## config.mk

```make
export PLATFORM = sky130hd
export DESIGN_NAME = sbw_ctrl
export DESIGN_NICKNAME = d
export VERILOG_FILES = /design/src/rtl/sbw_pkg.sv /design/src/rtl/sbw_strobe_filter.sv /design/src/rtl/sbw_sequencer.sv /design/src/rtl/sbw_store.sv /design/src/rtl/sbw_ctrl.sv
export SDC_FILE = /design/constraint.sdc
export NUM_CORES = 2
export LEC_CHECK = 0
export BUFFER_PORTS_ARGS = -buffer_cell sky130_fd_sc_hd__buf_4
export CORE_MARGIN = 2
export CORE_UTILIZATION = 45
export DETAILED_ROUTE_END_ITERATION = 8
export SYNTH_ARGS = -nofsm -noshare
export SYNTH_HDL_FRONTEND = slang
export SYNTH_SLANG_ARGS = --single-unit
```

## constraint.sdc

```tcl
create_clock -name clk -period 8.1 [get_ports clk]
set_input_delay 0.405 -clock clk [delete_from_list [all_inputs] [get_ports clk]]
set_output_delay 0.405 -clock clk [all_outputs]
set_load 0.02 [all_outputs]
```

## src/rtl/sbw_pkg.sv

```systemverilog
package sbw_pkg;

    localparam logic [7:0] ERASED_BYTE = 8'hFF;

    typedef enum logic [1:0] {
        SEQ_IDLE  = 2'd0,
        SEQ_ERASE = 2'd1,
        SEQ_PROG  = 2'd2
    } seq_state_e;

    typedef enum logic [1:0] {
        OP_NONE      = 2'd0,
        OP_ERASE_ONE = 2'd1,
        OP_ERASE_ALL = 2'd2,
        OP_PROGRAM   = 2'd3
    } store_op_e;

    typedef struct packed {
        logic       wipe;
        logic [7:0] data;
    } wr_job_t;

    // Status byte shown on reads while a sequence runs.
    function automatic logic [7:0] poll_byte(input logic [7:0] d);
        return {~d[7], 7'b000_0000};
    endfunction

    function automatic int unsigned erase_share(input int unsigned total);
        return (total / 2 == 0) ? 1 : total / 2;
    endfunction

endpackage

```

## src/rtl/sbw_strobe_filter.sv

```systemverilog
module sbw_strobe_filter #(
    parameter int unsigned MIN_PULSE = 4
) (
    input  logic clk,
    input  logic rst,
    input  logic bus_sel_n,
    input  logic rd_strobe_n,
    input  logic wr_strobe_n,
    input  logic supply_low,
    output logic fire
);
    localparam int unsigned CW = $clog2(MIN_PULSE + 1) + 1;
    localparam logic [CW-1:0] MIN_C = CW'(MIN_PULSE);

    logic          wr_q;
    logic [CW-1:0] low_cnt;
    logic          wide_enough;
    logic          qualified;

    always_ff @(posedge clk) begin
        if (rst) begin
            wr_q    <= 1'b1;
            low_cnt <= '0;
        end else begin
            wr_q <= wr_strobe_n;
            if (!wr_strobe_n && !bus_sel_n) begin
                if (low_cnt != MIN_C) begin
                    low_cnt <= low_cnt + 1'b1;
                end
            end else begin
                low_cnt <= '0;
            end
        end
    end

    always_comb begin
        wide_enough = (low_cnt >= MIN_C);
        qualified   = !bus_sel_n && rd_strobe_n && !supply_low;
        fire        = !wr_q && wr_strobe_n && qualified && wide_enough;
    end

endmodule

```

## src/rtl/sbw_sequencer.sv

```systemverilog
module sbw_sequencer
    import sbw_pkg::*;
#(
    parameter int unsigned STORE_W     = 8,
    parameter int unsigned WRITE_TICKS = 16
) (
    input  logic               clk,
    input  logic               rst,
    input  logic               fire,
    input  logic               wipe_req,
    input  logic [STORE_W-1:0] addr_in,
    input  logic [7:0]         data_in,
    output logic               busy,
    output wr_job_t            job,
    output logic [STORE_W-1:0] job_addr,
    output store_op_e          op
);
    localparam int unsigned ERASE_TICKS = erase_share(WRITE_TICKS);
    localparam int unsigned PROG_TICKS  = WRITE_TICKS - ERASE_TICKS;
    localparam int unsigned TW          = $clog2(WRITE_TICKS + 1) + 1;
    localparam logic [TW-1:0] ERASE_LAST = TW'(ERASE_TICKS - 1);
    localparam logic [TW-1:0] PROG_LAST  = TW'(PROG_TICKS - 1);

    seq_state_e    state;
    logic [TW-1:0] tick;
    logic          erase_done;
    logic          prog_done;

    always_comb begin
        erase_done = (state == SEQ_ERASE) && (tick == ERASE_LAST);
        prog_done  = (state == SEQ_PROG)  && (tick == PROG_LAST);
        busy       = (state != SEQ_IDLE);
    end

    always_ff @(posedge clk) begin
        if (rst) begin
            state    <= SEQ_IDLE;
            tick     <= '0;
            job      <= '{wipe: 1'b0, data: ERASED_BYTE};
            job_addr <= '0;
        end else begin
            unique case (state)
                SEQ_IDLE: begin
                    if (fire) begin
                        job.wipe <= wipe_req;
                        job.data <= wipe_req ? ERASED_BYTE : data_in;
                        job_addr <= addr_in;
                        tick     <= '0;
                        state    <= SEQ_ERASE;
                    end
                end
                SEQ_ERASE: begin
                    if (erase_done) begin
                        tick  <= '0;
                        state <= SEQ_PROG;
                    end else begin
                        tick <= tick + 1'b1;
                    end
                end
                SEQ_PROG: begin
                    if (prog_done) begin
                        tick  <= '0;
                        state <= SEQ_IDLE;
                    end else begin
                        tick <= tick + 1'b1;
                    end
                end
                default: begin
                    tick  <= '0;
                    state <= SEQ_IDLE;
                end
            endcase
        end
    end

    always_comb begin
        op = OP_NONE;
        if (erase_done) begin
            op = job.wipe ? OP_ERASE_ALL : OP_ERASE_ONE;
        end else if (prog_done && !job.wipe) begin
            op = OP_PROGRAM;
        end
    end

endmodule

```

## src/rtl/sbw_store.sv

```systemverilog
module sbw_store
    import sbw_pkg::*;
#(
    parameter int unsigned STORE_W = 8
) (
    input  logic               clk,
    input  logic               rst,
    input  store_op_e          op,
    input  logic [STORE_W-1:0] op_addr,
    input  logic [7:0]         op_data,
    input  logic [STORE_W-1:0] rd_addr,
    output logic [7:0]         rd_data
);
    localparam int unsigned DEPTH = 1 << STORE_W;

    logic [7:0] cells [DEPTH];

    always_ff @(posedge clk) begin
        if (rst) begin
            for (int i = 0; i < DEPTH; i++) begin
                cells[i] <= ERASED_BYTE;
            end
        end else begin
            unique case (op)
                OP_ERASE_ONE: cells[op_addr] <= ERASED_BYTE;
                OP_ERASE_ALL: begin
                    for (int i = 0; i < DEPTH; i++) begin
                        cells[i] <= ERASED_BYTE;
                    end
                end
                OP_PROGRAM:   cells[op_addr] <= op_data;
                default:      ;
            endcase
        end
    end

    assign rd_data = cells[rd_addr];

endmodule

```

## src/rtl/sbw_ctrl.sv

```systemverilog
module sbw_ctrl
    import sbw_pkg::*;
#(
    parameter int unsigned ADDR_W      = 13,
    parameter int unsigned STORE_W     = 8,
    parameter int unsigned WRITE_TICKS = 375000,
    parameter int unsigned MIN_PULSE   = 4
) (
    input  logic              clk,
    input  logic              rst,
    input  logic              bus_sel_n,
    input  logic              rd_strobe_n,
    input  logic              wr_strobe_n,
    input  logic              erase_all,
    input  logic              supply_low,
    input  logic [ADDR_W-1:0] addr,
    input  logic [7:0]        din,
    output logic [7:0]        dout,
    output logic              dout_en,
    output logic              busy_pull,
    output logic              busy_level
);
    logic               fire;
    logic               busy;
    wr_job_t            job;
    logic [STORE_W-1:0] lat_addr;
    logic [7:0]         lat_data;
    store_op_e          op;
    logic [7:0]         cell_q;
    logic [STORE_W-1:0] win_addr;

    assign win_addr = addr[STORE_W-1:0];

    generate
        if (ADDR_W > STORE_W) begin : g_alias
            logic unused_hi;
            assign unused_hi = ^addr[ADDR_W-1:STORE_W];
        end
    endgenerate

    sbw_strobe_filter #(.MIN_PULSE(MIN_PULSE)) filt_i (
        .clk         (clk),
        .rst         (rst),
        .bus_sel_n   (bus_sel_n),
        .rd_strobe_n (rd_strobe_n),
        .wr_strobe_n (wr_strobe_n),
        .supply_low  (supply_low),
        .fire        (fire)
    );

    sbw_sequencer #(.STORE_W(STORE_W), .WRITE_TICKS(WRITE_TICKS)) seq_i (
        .clk      (clk),
        .rst      (rst),
        .fire     (fire),
        .wipe_req (erase_all),
        .addr_in  (win_addr),
        .data_in  (din),
        .busy     (busy),
        .job      (job),
        .job_addr (lat_addr),
        .op       (op)
    );

    assign lat_data = job.data;

    sbw_store #(.STORE_W(STORE_W)) store_i (
        .clk     (clk),
        .rst     (rst),
        .op      (op),
        .op_addr (lat_addr),
        .op_data (lat_data),
        .rd_addr (win_addr),
        .rd_data (cell_q)
    );

    always_comb begin
        dout_en    = !bus_sel_n && !rd_strobe_n;
        dout       = busy ? poll_byte(lat_data) : cell_q;
        busy_pull  = busy;
        busy_level = 1'b0;
    end

endmodule

```

==> flow_results.org <==
** Logic synthesis
- In this run the cell area of the synthesized design comes to 91800 µm².
- Count of different cell masters after synthesis :: 61
- Of all flip-flops after synthesis, the portion carrying an async set or reset was 0%.
- For this run, the leading register cell type out of synthesis is sky130_fd_sc_hd__edfxtp_1.
- Cells after synthesis :: 6414
- Each instance of the synthesized netlist takes up on average 14.3 µm².
- Basic-gate share of the synthesized area counting and, or, nand and nor cells :: 11.2%
- In this run the biggest area consumer among cell types represents 67.0% of the synthesized area.
- Post-synthesis net count :: 6448
- Post-synthesis share of cell area spent on full adders, half adders and majority gates :: 0.0817%
- Summing the areas of all compound-gate instances in the mapped netlist gives 4.16% of the synthesized area.
- Top cells by area, synth :: sky130_fd_sc_hd__edfxtp_1 67%, sky130_fd_sc_hd__mux4_2 13%, sky130_fd_sc_hd__nand2_1 8.7%
- Counting flops with a built-in enable in the synthesized netlist gives 2048.
- Warning count from the yosys run :: 0
- Largest family of logic cells by synthesized area :: multiplexers
- The synthesized netlist devotes 0.143% of its cell area to XOR and XNOR gates.
- Multiplexer cells account for 13.2% of the synthesized area.
- Post-synthesis register bit count :: 2092
- Of the synthesized area, sequential elements account for 67.9%.
- Top cell type by total area after synthesis :: sky130_fd_sc_hd__edfxtp_1

** Critical path
- The worst setup path is of the in2out kind.
- For the worst setup path, the data arrival time is 4.66 ns.
- Startpoint of the worst setup timing path :: addr[6]
- Worst-case register-to-register setup slack :: 3.26 ns
- Setup crit start kind :: primary input
- The endpoint identified for the worst register-to-register timing path is store_i.cells[179][1].
- Among all stages on the critical path, the largest delay is contributed by sky130_fd_sc_hd__o41ai_2.
- In this design, the critical path's most frequently occurring cell is sky130_fd_sc_hd__buf_4.
- Counting buffers and inverters, the worst setup path is 9 cells deep.
- Worst Setup End Kind :: output port
- STA puts the critical path data required time at 7.70 ns.
- Following the worst setup path forward leads to its endpoint at dout[7].
- The kind of cell with the highest combined delay along the critical path is compound AO/OA/AOI/OAI gates.
- For the worst flop-to-flop path, the logic depth is 9.
- The startpoint identified for the worst register-to-register timing path is seq_i.tick[0].
- On the worst path, the slowest cell contributes a delay of 0.86 ns.
- Of all nets on the critical path, the largest fanout is 27.
- Ordered list of cells on the worst path :: dlygate4sd3_1 > buf_4 > nor2b_1 > o2111ai_1 > o311ai_0 > buf_4 > o22ai_1 > o41ai_2 > buf_4
- The critical path contains buffers and inverters numbering 4 combined.

** Timing
- After routing, the total negative slack on setup checks comes to 0 ns.
- Setup violations remaining at the end of the flow were counted as 0.
- Actual slew at the worst max-slew pin :: 1.34 ns
- After layout, the worst path uses 62.5% of the clock period.
- Final Hold Viols :: 0
- Layout Skew :: 0.0371 ns
- Timing would allow up to 0.198 GHz.
- Subtracting the final worst setup slack from the clock period gives 5.06 ns.
- Unrepaired setup endpoints after global routing :: no
- Headroom to the max-slew limit came out at 10.2%.
- Pins Over Slew Limit :: 0

** Pwr
- Worst vdd ir :: 0.249 mV
- Combinational cells account for 6.6% of the total power.
- Switching portion of total power :: 22.4%
- Power comes to 23400 µW.
- Pwr dens :: 230 nW/µm²
- Of the total power, the clock network draws 40.0%.
- Psw :: 5240 µW
- The analysis attributes to cell leakage a power of 0.0311 µW.
- Of the total power, registers draw 53.4%.
- Internal power of the cells :: 18200 µW

** Detailed routing
- Residual DRC :: 0
- Routed WL per cell :: 30.8 µm
- The final layout contains routed wiring with a total length of 283000 µm.
- Post-route ant nets :: 0
- For this run, the detailed router's first-pass iteration total came to 6.
- Using the TritonRoute via totals, the vias-per-cell ratio works out to 6.13.
- The routed layout has 56400 vias.
- Initial detailed-routing violation count :: 7807

** Clocking
- Clock buffer count from CTS :: 212
- After clock tree synthesis, the clock-pin slew on the worst setup and hold paths is 0.06 ns.
- The clock passes through at most 3 buffers.
- Latest clock arrival within the worst-skew pair :: 0.87 ns
- TritonCTS built the clock tree.
- Post-CTS resize count :: 0
- The clock drives 2092 sinks.
- The H-tree was split into 4 levels.
- The cell sitting at the root of the clock tree is a sky130_fd_sc_hd__clkbuf_16.

** Outcome
- The run finished with clean final reports.

** Layout
- Fraction of layout cells with a size suffix above 1 :: 19.7%
- Number of nets in the final layout :: 6375
- Counting the fill cells in the layout gives 16900.
- Layout overhead on the synthesized area :: 11.0%
- Sequential cell area in the final layout :: 62400 µm²
- Footprint of the multi-input gates :: 26700 µm²

** Global route
- Met2 usage :: 42.2%
- Global router's overall resource usage :: 27.0%
- Entering global routing, the biggest net connects 185 pins.
- For this run, global-route usage on met3 was measured as 6.33%.
- In this run the most used layer during global routing was met2.
- The first global-routing pass estimated 402000 µm of wire.
- For this run, global-route usage on met1 was measured as 36.4%.
- The number of global-route vias before repair is 56100.
- Remaining global-route overflow :: 0
- Antenna violations before repair :: 19

** Job
- Number of max-cap violations :: 0

** Die
- After floorplanning, the core was divided into 165 placement rows.
- Area of the die :: 208000 µm²
- The floorplan step defined a core boundary enclosing 203000 µm².
- Once the floorplan was initialized, standard cells occupied 45.3% of the core.
- Top-level I/O count :: 39
- Measured along the y axis, the die boundary spans 456 µm.
- Horizontal die dimension :: 456 µm

** Min path
- The tightest min-delay check is of the in2reg type.
- The worst hold path begins at addr[4].

** Placement
- Port-buffer cells :: 32
- Summed over all nets, the half-perimeter wirelength after detailed placement is 167000 µm.
- At the end of routability-driven placement, the weighted congestion stood at 0.866.
[Yosys cell counts, types with 6 or more instances]
cell,instances
sky130_fd_sc_hd__a211oi_1,7
sky130_fd_sc_hd__nand3_1,47
sky130_fd_sc_hd__nor2_4,70
sky130_fd_sc_hd__or3_1,8
sky130_fd_sc_hd__nor2_2,10
sky130_fd_sc_hd__or2_2,11
sky130_fd_sc_hd__buf_6,6
sky130_fd_sc_hd__nand2_1,2127
sky130_fd_sc_hd__nor2_1,145
sky130_fd_sc_hd__nor3_1,19
sky130_fd_sc_hd__a22o_1,28
sky130_fd_sc_hd__nand2b_1,6
sky130_fd_sc_hd__o21ai_1,28
sky130_fd_sc_hd__nor4_1,9
sky130_fd_sc_hd__clkbuf_1,230
sky130_fd_sc_hd__a22oi_1,121
sky130_fd_sc_hd__dfxtp_1,44
sky130_fd_sc_hd__inv_1,11
sky130_fd_sc_hd__nor2b_1,13
sky130_fd_sc_hd__buf_1,46
sky130_fd_sc_hd__mux4_2,529
sky130_fd_sc_hd__mux2i_1,20
sky130_fd_sc_hd__edfxtp_1,2048
sky130_fd_sc_hd__o22ai_1,30
sky130_fd_sc_hd__a221oi_1,28
sky130_fd_sc_hd__buf_4,31
sky130_fd_sc_hd__o221a_2,14
sky130_fd_sc_hd__buf_2,327
sky130_fd_sc_hd__xor2_1,10
sky130_fd_sc_hd__and3_1,7
sky130_fd_sc_hd__o41ai_1,15
sky130_fd_sc_hd__o21bai_1,8
sky130_fd_sc_hd__ha_1,6
sky130_fd_sc_hd__o21ai_0,243
sky130_fd_sc_hd__a21oi_1,50
[layout make-up]
type	count	area share [%]
flip-flops and latches	2092	61.2
clock buffers	288	5.67
multi-input cells	3671	26.2
inverters	11	0.0405
clock inverters	104	0.706
repair buffers	353	2.90
well taps	2672	3.28
diodes	12	0.0295
[power groups by stage]
| stage | Clock (µW) | Sequential, µW | Combinational [µW] |
|---|---|---|---|
| floorplan | 0 | 12700 | 935 |
| global placement | 0 | 12700 | 1530 |
| detailed placement | 0 | 12700 | 1540 |
| CTS | 9450 | 12500 | 1550 |
| global route | 9860 | 12500 | 1600 |
| finish | 9380 | 12500 | 1550 |
[placed cells by master, fill, tap and decap left out, types with 8 or more instances in the layout]
master	instances
sky130_fd_sc_hd__nor4_1	9
sky130_fd_sc_hd__dlygate4sd3_1	34
sky130_fd_sc_hd__nor2_1	132
sky130_fd_sc_hd__clkinv_1	47
sky130_fd_sc_hd__o22ai_1	30
sky130_fd_sc_hd__buf_12	16
sky130_fd_sc_hd__o41ai_1	14
sky130_fd_sc_hd__o21ai_1	89
sky130_fd_sc_hd__o21bai_1	8
sky130_fd_sc_hd__o221a_2	14
sky130_fd_sc_hd__nor2_2	10
sky130_fd_sc_hd__nand3_1	43
sky130_fd_sc_hd__buf_4	301
sky130_fd_sc_hd__a21oi_1	50
sky130_fd_sc_hd__a221oi_1	28
sky130_fd_sc_hd__xor2_1	10
sky130_fd_sc_hd__nor3_1	17
sky130_fd_sc_hd__or2_2	12
sky130_fd_sc_hd__o21ai_0	182
sky130_fd_sc_hd__diode_2	12
sky130_fd_sc_hd__clkinv_2	35
sky130_fd_sc_hd__mux4_2	529
sky130_fd_sc_hd__edfxtp_1	2048
sky130_fd_sc_hd__a22o_1	28
sky130_fd_sc_hd__clkbuf_1	65
sky130_fd_sc_hd__nor2_4	83
sky130_fd_sc_hd__dfxtp_1	44
sky130_fd_sc_hd__nor2b_1	11
sky130_fd_sc_hd__inv_1	10
sky130_fd_sc_hd__mux2i_1	20
sky130_fd_sc_hd__clkbuf_16	219
sky130_fd_sc_hd__a22oi_1	121
sky130_fd_sc_hd__nand2_2	12
sky130_fd_sc_hd__nand2_1	2115
sky130_fd_sc_hd__or3_1	8
[worst min-delay path: cells and delay by family]
family	cells	cell delay, ns
compound gates	1	0.06
buf+inv	1	0.23
simple gates	1	0.12
[through the flow]
stage | hold WS (ns) | std cells | instance area, µm² | worst slack (ns) | utilization [%]
final | 0.0647 | 9203 | 102000 | 3.04 | 50.3
after global routing | 0.0215 | 9193 | 102000 | 2.90 | 50.3
after CTS | 0.00209 | 9191 | 102000 | 3.02 | 50.3
after detailed placement | 0.484 | 8765 | 95000 | 3.07 | 46.9
after global placement | 0.490 | 8765 | 95000 | 3.07 | 46.9
after floorplan | 0.450 | 6414 | 91800 | 4.84 | -
[timing repair]
action                                 in CTS  in global routing
setup buffers                               0                  0
hold buffers                               34                  0
endpoints found under the hold margin      24                  0
setup endpoints to repair                   0                  0
[per-layer routing]
metal	up-vias	part of all wire, %
met5	-	0.0039
met3	532	11
met4	2	4.1
li1	23600	-
met2	3155	47
met1	29200	37
[registers in the layout (all words and copies together), names as in the netlist]
| register | flops |
|---|---|
| filt_i.low_cnt | 4 |
| seq_i.job | 9 |
| filt_i.wr_q | 1 |
| seq_i.job_addr | 8 |
| seq_i.tick | 20 |
| store_i.cells | 2048 |
| seq_i.state | 2 |
[worst min path at each step]
stage | to | slack [ns] | cells past startpoint
6_report | seq_i.job_addr[4] | 0.06 | 3
5_1_grt | seq_i.job_addr[4] | 0.02 | 3
4_1_cts | seq_i.job_addr[4] | 0.002 | 3
3_5_place_dp | seq_i.state[1] | 0.48 | 2
3_3_place_gp | seq_i.state[1] | 0.49 | 2
2_1_floorplan | seq_i.job[8] | 0.45 | 2
[logic make-up after synthesis]
logic type	Yosys count
other	1
flip-flops	2092
XOR/XNOR	15
multiplexers	553
AND/OR/NAND/NOR	2496
buffers and inverters	651
AO/OA/AOI/OAI	600
adder cells (fa/ha/maj)	6
Power figures use the tool's default switching activity.
